[config.mk]
export PLATFORM = sky130hd
export DESIGN_NAME = sta_mgmt_master
export DESIGN_NICKNAME = d
export VERILOG_FILES = /design/src/rtl/sta_mgmt_pkg.sv /design/src/rtl/sta_mgmt_clkdiv.sv /design/src/rtl/sta_mgmt_regs.sv /design/src/rtl/sta_mgmt_fsm.sv /design/src/rtl/sta_mgmt_master.sv
export SDC_FILE = /design/constraint.sdc
export NUM_CORES = 1
export LEC_CHECK = 0
export BUFFER_PORTS_ARGS = -buffer_cell sky130_fd_sc_hd__buf_2
export CAP_MARGIN = 20
export CORE_MARGIN = 2
export CORE_UTILIZATION = 40
export DETAILED_ROUTE_END_ITERATION = 12
export GPL_TIMING_DRIVEN = 0
export HOLD_SLACK_MARGIN = 0.15
export PLACE_DENSITY_LB_ADDON = 0.12
export SLEW_MARGIN = 20
export SYNTH_ARGS = -nofsm -noshare
export SYNTH_HDL_FRONTEND = slang
export SYNTH_SLANG_ARGS = --single-unit
[constraint.sdc]
create_clock -name clk -period 6.6 [get_ports clk]
set_clock_uncertainty 0.05 [all_clocks]
set_input_delay 0.66 -clock clk [delete_from_list [all_inputs] [get_ports clk]]
set_output_delay 0.66 -clock clk [all_outputs]
set_load 0.005 [all_outputs]
[src/rtl/sta_mgmt_pkg.sv]
package sta_mgmt_pkg;

    localparam int PRE_BITS   = 32;
    localparam int HDR_BITS   = 14;
    localparam int TA_BITS    = 2;
    localparam int DATA_BITS  = 16;
    localparam int FRAME_BITS = PRE_BITS + HDR_BITS + TA_BITS + DATA_BITS;
    localparam int SHIFT_BITS = HDR_BITS + TA_BITS + DATA_BITS;
    localparam int IDX_W      = $clog2(FRAME_BITS);

    localparam logic [2:0] SEL_CMD    = 3'd0;
    localparam logic [2:0] SEL_ADDR   = 3'd1;
    localparam logic [2:0] SEL_WDATA  = 3'd2;
    localparam logic [2:0] SEL_STATUS = 3'd3;
    localparam logic [2:0] SEL_IND    = 3'd4;

    typedef enum logic [2:0] {
        ST_IDLE,
        ST_PREAMBLE,
        ST_HEADER,
        ST_TURN,
        ST_DATA
    } frame_state_e;

    typedef struct packed {
        logic [4:0] dev;
        logic [4:0] regad;
    } mgmt_target_t;

endpackage

[src/rtl/sta_mgmt_clkdiv.sv]
module sta_mgmt_clkdiv #(
    parameter int CLK_DIV = 8
) (
    input  logic clk,
    input  logic rst_n,
    input  logic run,
    output logic mdc,
    output logic rise_tick,
    output logic fall_tick
);
    localparam int CW = $clog2(CLK_DIV);
    localparam logic [CW-1:0] HALF_LAST = CW'(CLK_DIV / 2 - 1);
    localparam logic [CW-1:0] FULL_LAST = CW'(CLK_DIV - 1);

    logic [CW-1:0] phase_q;

    always_ff @(posedge clk or negedge rst_n) begin
        if (!rst_n) begin
            phase_q <= '0;
            mdc     <= 1'b0;
        end else if (!run) begin
            phase_q <= '0;
            mdc     <= 1'b0;
        end else if (phase_q == FULL_LAST) begin
            phase_q <= '0;
            mdc     <= 1'b0;
        end else begin
            phase_q <= phase_q + 1'b1;
            if (phase_q == HALF_LAST) begin
                mdc <= 1'b1;
            end
        end
    end

    assign rise_tick = run && (phase_q == HALF_LAST);
    assign fall_tick = run && (phase_q == FULL_LAST);

    // the clock rises only out of its low half
    a_r8_rise_from_low: assert property (@(posedge clk) disable iff (!rst_n)
        rise_tick |-> !mdc);

endmodule

[src/rtl/sta_mgmt_regs.sv]
module sta_mgmt_regs
    import sta_mgmt_pkg::*;
(
    input  logic         clk,
    input  logic         rst_n,
    input  logic         bus_we,
    input  logic [2:0]   bus_sel,
    input  logic [15:0]  bus_wdata,
    output logic [31:0]  bus_rdata,
    input  logic         busy,
    input  logic         rd_done,
    input  logic [DATA_BITS-1:0] rd_data,
    output mgmt_target_t target,
    output logic [DATA_BITS-1:0] wr_data,
    output logic         launch,
    output logic         launch_read
);
    logic                 cmd_q;
    logic [DATA_BITS-1:0] status_q;
    logic                 locked;

    assign locked = busy || launch;

    always_ff @(posedge clk or negedge rst_n) begin
        if (!rst_n) begin
            cmd_q       <= 1'b0;
            target      <= '0;
            wr_data     <= '0;
            launch      <= 1'b0;
            launch_read <= 1'b0;
        end else begin
            launch <= 1'b0;
            if (bus_we && !locked) begin
                case (bus_sel)
                    SEL_CMD: begin
                        cmd_q <= bus_wdata[0];
                        if (bus_wdata[0] && !cmd_q) begin
                            launch      <= 1'b1;
                            launch_read <= 1'b1;
                        end
                    end
                    SEL_ADDR: begin
                        target.dev   <= bus_wdata[12:8];
                        target.regad <= bus_wdata[4:0];
                    end
                    SEL_WDATA: begin
                        wr_data     <= bus_wdata;
                        launch      <= 1'b1;
                        launch_read <= 1'b0;
                    end
                    default: ;
                endcase
            end
        end
    end

    always_ff @(posedge clk or negedge rst_n) begin
        if (!rst_n) begin
            status_q <= '0;
        end else if (rd_done) begin
            status_q <= rd_data;
        end
    end

    always_comb begin
        bus_rdata = '0;
        case (bus_sel)
            SEL_CMD:    bus_rdata[0]    = cmd_q;
            SEL_ADDR:   bus_rdata       = {19'b0, target.dev, 3'b0, target.regad};
            SEL_WDATA:  bus_rdata[15:0] = wr_data;
            SEL_STATUS: bus_rdata[15:0] = status_q;
            SEL_IND:    bus_rdata[0]    = busy;
            default:    bus_rdata       = '0;
        endcase
    end

    // software-visible registers freeze while a frame is pending or running
    a_r9_regs_locked: assert property (@(posedge clk) disable iff (!rst_n)
        locked |=> $stable({cmd_q, target, wr_data}));

    // status moves only on read completion
    a_r5_status_hold: assert property (@(posedge clk) disable iff (!rst_n)
        !rd_done |=> $stable(status_q));

endmodule

[src/rtl/sta_mgmt_fsm.sv]
module sta_mgmt_fsm
    import sta_mgmt_pkg::*;
(
    input  logic         clk,
    input  logic         rst_n,
    input  logic         launch,
    input  logic         launch_read,
    input  mgmt_target_t target,
    input  logic [DATA_BITS-1:0] wr_data,
    input  logic         rise_tick,
    input  logic         fall_tick,
    input  logic         mdio_i,
    output logic         busy,
    output logic         mdio_o,
    output logic         mdio_oe,
    output logic         rd_done,
    output logic [DATA_BITS-1:0] rd_data
);
    localparam logic [IDX_W-1:0] LAST_PRE  = IDX_W'(PRE_BITS - 1);
    localparam logic [IDX_W-1:0] LAST_HDR  = IDX_W'(PRE_BITS + HDR_BITS - 1);
    localparam logic [IDX_W-1:0] LAST_TA   = IDX_W'(PRE_BITS + HDR_BITS + TA_BITS - 1);
    localparam logic [IDX_W-1:0] LAST_DATA = IDX_W'(FRAME_BITS - 1);

    frame_state_e           state, state_nx;
    logic [IDX_W-1:0]       bit_idx;
    logic [SHIFT_BITS-1:0]  shift_q;
    logic                   is_read;
    logic [DATA_BITS-1:0]   cap_q;

    // state register
    always_ff @(posedge clk or negedge rst_n) begin
        if (!rst_n) state <= ST_IDLE;
        else        state <= state_nx;
    end

    // transitions
    always_comb begin
        state_nx = state;
        unique case (state)
            ST_IDLE:     if (launch)                           state_nx = ST_PREAMBLE;
            ST_PREAMBLE: if (fall_tick && bit_idx == LAST_PRE)  state_nx = ST_HEADER;
            ST_HEADER:   if (fall_tick && bit_idx == LAST_HDR)  state_nx = ST_TURN;
            ST_TURN:     if (fall_tick && bit_idx == LAST_TA)   state_nx = ST_DATA;
            ST_DATA:     if (fall_tick && bit_idx == LAST_DATA) state_nx = ST_IDLE;
            default:                                           state_nx = ST_IDLE;
        endcase
    end

    // frame datapath
    always_ff @(posedge clk or negedge rst_n) begin
        if (!rst_n) begin
            bit_idx <= '0;
            shift_q <= '0;
            is_read <= 1'b0;
            cap_q   <= '0;
        end else begin
            if (state == ST_IDLE) begin
                if (launch) begin
                    bit_idx <= '0;
                    is_read <= launch_read;
                    shift_q <= {2'b01,
                                launch_read ? 2'b10 : 2'b01,
                                target.dev, target.regad,
                                launch_read ? 2'b00 : 2'b10,
                                launch_read ? {DATA_BITS{1'b0}} : wr_data};
                end
            end else if (fall_tick) begin
                bit_idx <= bit_idx + 1'b1;
                if (state != ST_PREAMBLE) begin
                    shift_q <= {shift_q[SHIFT_BITS-2:0], 1'b0};
                end
            end
            if (rise_tick && state == ST_DATA && is_read) begin
                cap_q <= {cap_q[DATA_BITS-2:0], mdio_i};
            end
        end
    end

    // outputs
    always_comb begin
        mdio_oe = 1'b0;
        mdio_o  = 1'b0;
        unique case (state)
            ST_IDLE: begin
                mdio_oe = 1'b0;
                mdio_o  = 1'b0;
            end
            ST_PREAMBLE: begin
                mdio_oe = 1'b1;
                mdio_o  = 1'b1;
            end
            ST_HEADER: begin
                mdio_oe = 1'b1;
                mdio_o  = shift_q[SHIFT_BITS-1];
            end
            ST_TURN, ST_DATA: begin
                mdio_oe = !is_read;
                mdio_o  = !is_read && shift_q[SHIFT_BITS-1];
            end
            default: ;
        endcase
    end

    assign busy    = (state != ST_IDLE);
    assign rd_done = fall_tick && is_read && state == ST_DATA && bit_idx == LAST_DATA;
    assign rd_data = cap_q;

    // the line is released through turnaround and data of a read
    a_r7_read_released: assert property (@(posedge clk) disable iff (!rst_n)
        (is_read && (state == ST_TURN || state == ST_DATA)) |-> !mdio_oe);

endmodule

[src/rtl/sta_mgmt_master.sv]
module sta_mgmt_master
    import sta_mgmt_pkg::*;
#(
    parameter int CLK_DIV = 8
) (
    input  logic        clk,
    input  logic        rst_n,
    input  logic        bus_we,
    input  logic [2:0]  bus_sel,
    input  logic [15:0] bus_wdata,
    output logic [31:0] bus_rdata,
    output logic        mdc,
    output logic        mdio_o,
    output logic        mdio_oe,
    input  logic        mdio_i
);
    logic                 busy, rd_done, launch, launch_read;
    logic                 rise_tick, fall_tick;
    logic [DATA_BITS-1:0] rd_data, wr_data;
    mgmt_target_t         target;

    sta_mgmt_clkdiv #(.CLK_DIV(CLK_DIV)) u_div (
        .clk       (clk),
        .rst_n     (rst_n),
        .run       (busy),
        .mdc       (mdc),
        .rise_tick (rise_tick),
        .fall_tick (fall_tick)
    );

    sta_mgmt_regs u_regs (
        .clk         (clk),
        .rst_n       (rst_n),
        .bus_we      (bus_we),
        .bus_sel     (bus_sel),
        .bus_wdata   (bus_wdata),
        .bus_rdata   (bus_rdata),
        .busy        (busy),
        .rd_done     (rd_done),
        .rd_data     (rd_data),
        .target      (target),
        .wr_data     (wr_data),
        .launch      (launch),
        .launch_read (launch_read)
    );

    sta_mgmt_fsm u_fsm (
        .clk         (clk),
        .rst_n       (rst_n),
        .launch      (launch),
        .launch_read (launch_read),
        .target      (target),
        .wr_data     (wr_data),
        .rise_tick   (rise_tick),
        .fall_tick   (fall_tick),
        .mdio_i      (mdio_i),
        .busy        (busy),
        .mdio_o      (mdio_o),
        .mdio_oe     (mdio_oe),
        .rd_done     (rd_done),
        .rd_data     (rd_data)
    );

    // the data line moves only while the management clock is low
    a_r8_mdio_on_fall: assert property (@(posedge clk) disable iff (!rst_n)
        !$stable({mdio_o, mdio_oe}) |-> !mdc);

    // nothing toggles or drives outside a frame
    a_r10_idle_released: assert property (@(posedge clk) disable iff (!rst_n)
        !busy |-> (!mdc && !mdio_oe && !mdio_o));

    // a launch pulse is followed by busy
    a_r4_launch_busy: assert property (@(posedge clk) disable iff (!rst_n)
        launch |=> busy);

endmodule

Yosys cells after proc, flatten, opt, wreduce, memory -nomap -nowiden
Cells that the tools add are included.
- bits in registers: 107
- bits in latches: 0
- memory bits (writable): 0
- bits in read-only memories: 0
- memories kept: 0
- add/sub/neg operators: 2
- multipliers: 0
- divide/modulo/power cells: 0
- $lt $le $gt $ge: 0
- eq/ne operators: 22
- shifts and indexed selects: 0
- muxes and demuxes: 30
- bitwise logic cells: 0
- reductions and logical operators: 34
- operators with widths (kind ; number):
    two-way mux 32 bit ; 4
    case mux 15 bit (3 select lines) ; 1
    two-way mux 3 bit ; 7
    equality test 6 bit, second input constant ; 3
    two-way mux 6 bit ; 3
    two-way mux 16 bit ; 1
    equality test 3 x 2 -> 1 bit, second input constant ; 5
    case mux 3 bit (5 select lines) ; 1
    logical AND 1 bit ; 14
    inequality test 2 x 1 -> 1 bit, second input constant ; 5
    AND reduction 2 bit ; 5
    equality test 3 bit, second input constant ; 3
    adder 6 x 1 -> 6 bit, second input constant ; 1
    equality test 3 x 1 -> 1 bit, second input constant ; 2
    equality test 6 x 5 -> 1 bit, second input constant ; 1
    logical NOT 3 bit ; 2
    two-way mux 1 bit ; 6
    case mux 1 bit (2 select lines) ; 3
    AND reduction 3 bit ; 2
    nonzero test 2 bit ; 3
    case mux 1 bit (5 select lines) ; 1
    AND reduction 5 bit ; 1
    two-way mux 2 bit ; 2
    OR reduction 2 bit ; 2
    other kinds (8) ; 10

Depth between registers and ports, before layout
- depth after elaboration: 5
- gate-level depth with buffers: 7

Modules after synthesis
Synthesis repeated with hierarchy kept, for this count alone.
- cells, all modules: 428
- area, all modules: 5464.0 µm²
- modules (own cells, without submodules) (module ; instances ; cells each ; area each (µm²)):
    sta_mgmt_fsm ; 1 ; 239 ; 2994.1
    sta_mgmt_regs ; 1 ; 172 ; 2269.7
    sta_mgmt_clkdiv ; 1 ; 17 ; 200.2

Worst setup path after synthesis
No wires, ideal clock.
- kind: input-to-output
- start point: input port bus_sel[0]
- end point: output port bus_rdata[0]
- arrival: 2016 ps
- slack: 3874 ps
- stages: 4
- path buffers: 2
- cells stage by stage: clkbuf_1 -> buf_1 -> mux4_2 -> mux2_2
- word-level cells in the longest chain between the ends: 2
- elaborated cells between the ends (all ways): 6
- classes of those cells: 4 x eq/ne; 1 x mux; 1 x reduce/logical
- RTL lines (item ; line ; text):
    from (decl) ; sta_mgmt_master.sv:9 ; input logic [2:0] bus_sel,
    equality test 3 bit (tied with other cells) ; sta_mgmt_regs.sv:67 ; case (bus_sel)
    case mux 1 bit (5 select lines) * ; sta_mgmt_regs.sv:67 ;
    to (decl) ; sta_mgmt_master.sv:11 ; output logic [31:0] bus_rdata,
Every way passes the cells marked *; elsewhere a longest branch is shown, timed or not.

Worst setup path after layout
- start point: input port bus_sel[0]
- end point: output port bus_rdata[4]
- word-level cells in the longest chain between the ends: 2
- elaborated cells between the ends (all ways): 4
- classes of those cells: 3 x eq/ne; 1 x mux
- RTL lines (item ; line):
    equality test 3 x 2 -> 1 bit / equality test 3 x 1 -> 1 bit (equally long branches) ; sta_mgmt_regs.sv:67
    case mux 15 bit (3 select lines) * ; sta_mgmt_regs.sv:67
Marks and branches as above.

==> metrics.cfg <==
[status]
status = complete, no violations

[clock_network]
worstSkewPairLatency_ps = 350
cts.clk_slew.worst_paths_ps = 70
cts_tree = done
htree_levels = 3
cts_sinks = 107
cts_root_buf = clkbuf_16
cts_setup_buffers = 0
ctsResizeCount = 0
ctsHoldBuffers = 0
cts_buffers = 9
clockBufferDepth = 2

[logic_synthesis]
yosysMostFrequentCell = dfrtp_1
postSynthCellCount = 419
syn_area_sq_um = 5330
yosys-top-cells-count = dfrtp_1, mux2_2, mux2i_1
yosys_warnings = 0
yosys-top-cells-area = dfrtp_1, mux2_2, mux2i_1, buf_4, mux2_4
synth-main-ff-cell = dfrtp_1
yosysTopAreaCell = dfrtp_1
synth-seq-area-share_pct = 50.3
synth_edf_count = 0
syn_avg_cell_area_sq_um = 12.7
synthDistinctLibCells = 52
ys_async_sr_fraction_pct = 100
ys_ff_latch = 107
synth_top_cell_area_share_pct = 50.3

[detailed_routing]
wl_per_cell_um = 16.9
drt_first_pass_iters = 4
ant_nets = 0
drc = 0
totalWireLength_mm = 11.3
vias_per_cell = 5.00
drtIter0Drc = 131
vias = 3341

[sta]
rsz0062_at_grt = no
setup_tns_ps = 0
slew_headroom_pct = 49.0
min_period_ps = 3330
hold_violations = 0
tightest_slew_ps = 764
timing.final.crit_share_pct = 50.5
slew_viol_final = 0
setup_violations = 0
clock.fmax_mhz = 300

[global_routing]
first_global_vias = 3400
track_usage_pct = 17.2
antenna_found_initial = 0
grt_pass1_wl_mm = 18.7
grt_max_degree = 59
overflow = 0

[floorplan]
die_width_um = 119
die_area_sq_um = 14300
io_pins = 58
core_sq_um = 13100
row_count = 42
dieHeight_um = 119
start_util_pct = 40.5

[power]
p_leak_nw = 2.98
power_density_nw_per_um2 = 291
power.total_mw = 1.78
peakVddDrop_v = 0.000139

[flow_run]
cap_violations = 0

[finish]
drive_gt1_share_pct = 40.0
area_delta_synth_final_pct = 14.9
fin_area_sq_um = 6120
fillCellCount = 1255
antennaDiodeCount = 0
nets = 516

[place]
placed_area_sq_um = 5840
port_buffers = 41
place_congestion = 0.770
hpwlAfterDp_mm = 8.26

[critical_path]
required_ps = 5890
worstPathArrival_ps = 2620
crit_fanout = 10
crit_type = in2out
worst_setup_path_start_kind = primary input
critPathCaptureType = output port

[worst_hold_path]
hp-class = in2async

## layout make-up
class                   instances  area, sq um  area share [%]
flip-flops and latches        107         2680            43.8
multi-input cells             270         2380            38.9
plain buffers                  39          255            4.17
repair buffers                 42          239            3.91
clock buffers                  10          229            3.74
well taps                     176          220            3.60
inverters                      18         67.6            1.10
clock inverters                 6         47.5           0.777
## path summary, 6_finish.rpt
check                                  from                 to  slack (ps)  cells past startpoint
setup reg to reg             u_fsm.state[2]  u_fsm.shift_q[15]        4150                      6
setup / recovery                 bus_sel[0]       bus_rdata[4]        3270                      7
max in group asynchronous             rst_n  u_fsm.rd_data[15]        5650                      2
hold / removal                        rst_n          u_div.mdc         200                      1
hold reg to reg            u_div.phase_q[0]   u_div.phase_q[0]         440                      1
min in group clk           u_div.phase_q[0]   u_div.phase_q[0]         440                      1
## power breakdown
part | internal (mW) | switching [mW]
registers | 0.771 | 0.0928
logic | 0.223 | 0.179
clock network | 0.261 | 0.252
total | 1.25 | 0.524
## worst max-delay path, cell delays in order
cell and delay (ps):
buf_2 90, clkbuf_1 420, buf_1 640, mux2_2 420, a22oi_1 150, nor2_1 80
buf_2 150
## through the flow
stage	instances	setup WS, ps	hold WS, ps	util [%]
floorplan	434	3870	314	-
global placement	651	3240	416	44.2
detailed placement	652	3230	429	44.5
CTS	668	3220	212	46.6
global route	668	3080	229	46.6
finish	668	3270	197	46.6
## metal layers
metal  vias to the layer above  global-route usage, %  share of wire [%]  wire length (um)
met1                      1682                   23.1                 46              5210
met3                        15                   3.21                3.5               400
met2                        58                   27.5                 48              5480
li1                       1586                      -                  -                 -
met4                         0                   6.76                2.0               221
met5                         -                      0                  0                 0
## state kept, by name, indices dropped and copies added (netlist names), 3 cells and up
register and cells:
u_fsm.bit_idx 6, u_fsm.state 3, u_fsm.shift_q 32, u_div.phase_q 3, u_regs.target 10, u_regs.wr_data 16, u_fsm.rd_data 16, u_regs.status_q 16
## layout by cell type (no fill, tap or decap), drive strengths merged, types with 3 or more instances in the layout
cell type	synthesis	routed
dfrtp	107	107
mux2	101	101
buf	30	72
mux2i	33	33
inv	18	22
nor2	20	20
clkbuf	9	19
conb	1	16
nor2b	12	12
nand2b	9	9
a22oi	9	9
a21oi	7	7
ha	6	6
nor3	6	6
nand2	5	5
o21ai	4	4
nor4	4	4
nand3	3	3
a21o	3	3
## logic make-up after synthesis
logic type,share of synthesized area [%]
multiplexers,28.6
other,0.0704
AND/OR/NAND/NOR,8.41
flip-flops,50.3
adder cells (fa/ha/maj),1.41
AO/OA/AOI/OAI,5.17
buffers and inverters,6.06
Note: power is estimated with default switching activity, not from simulation.
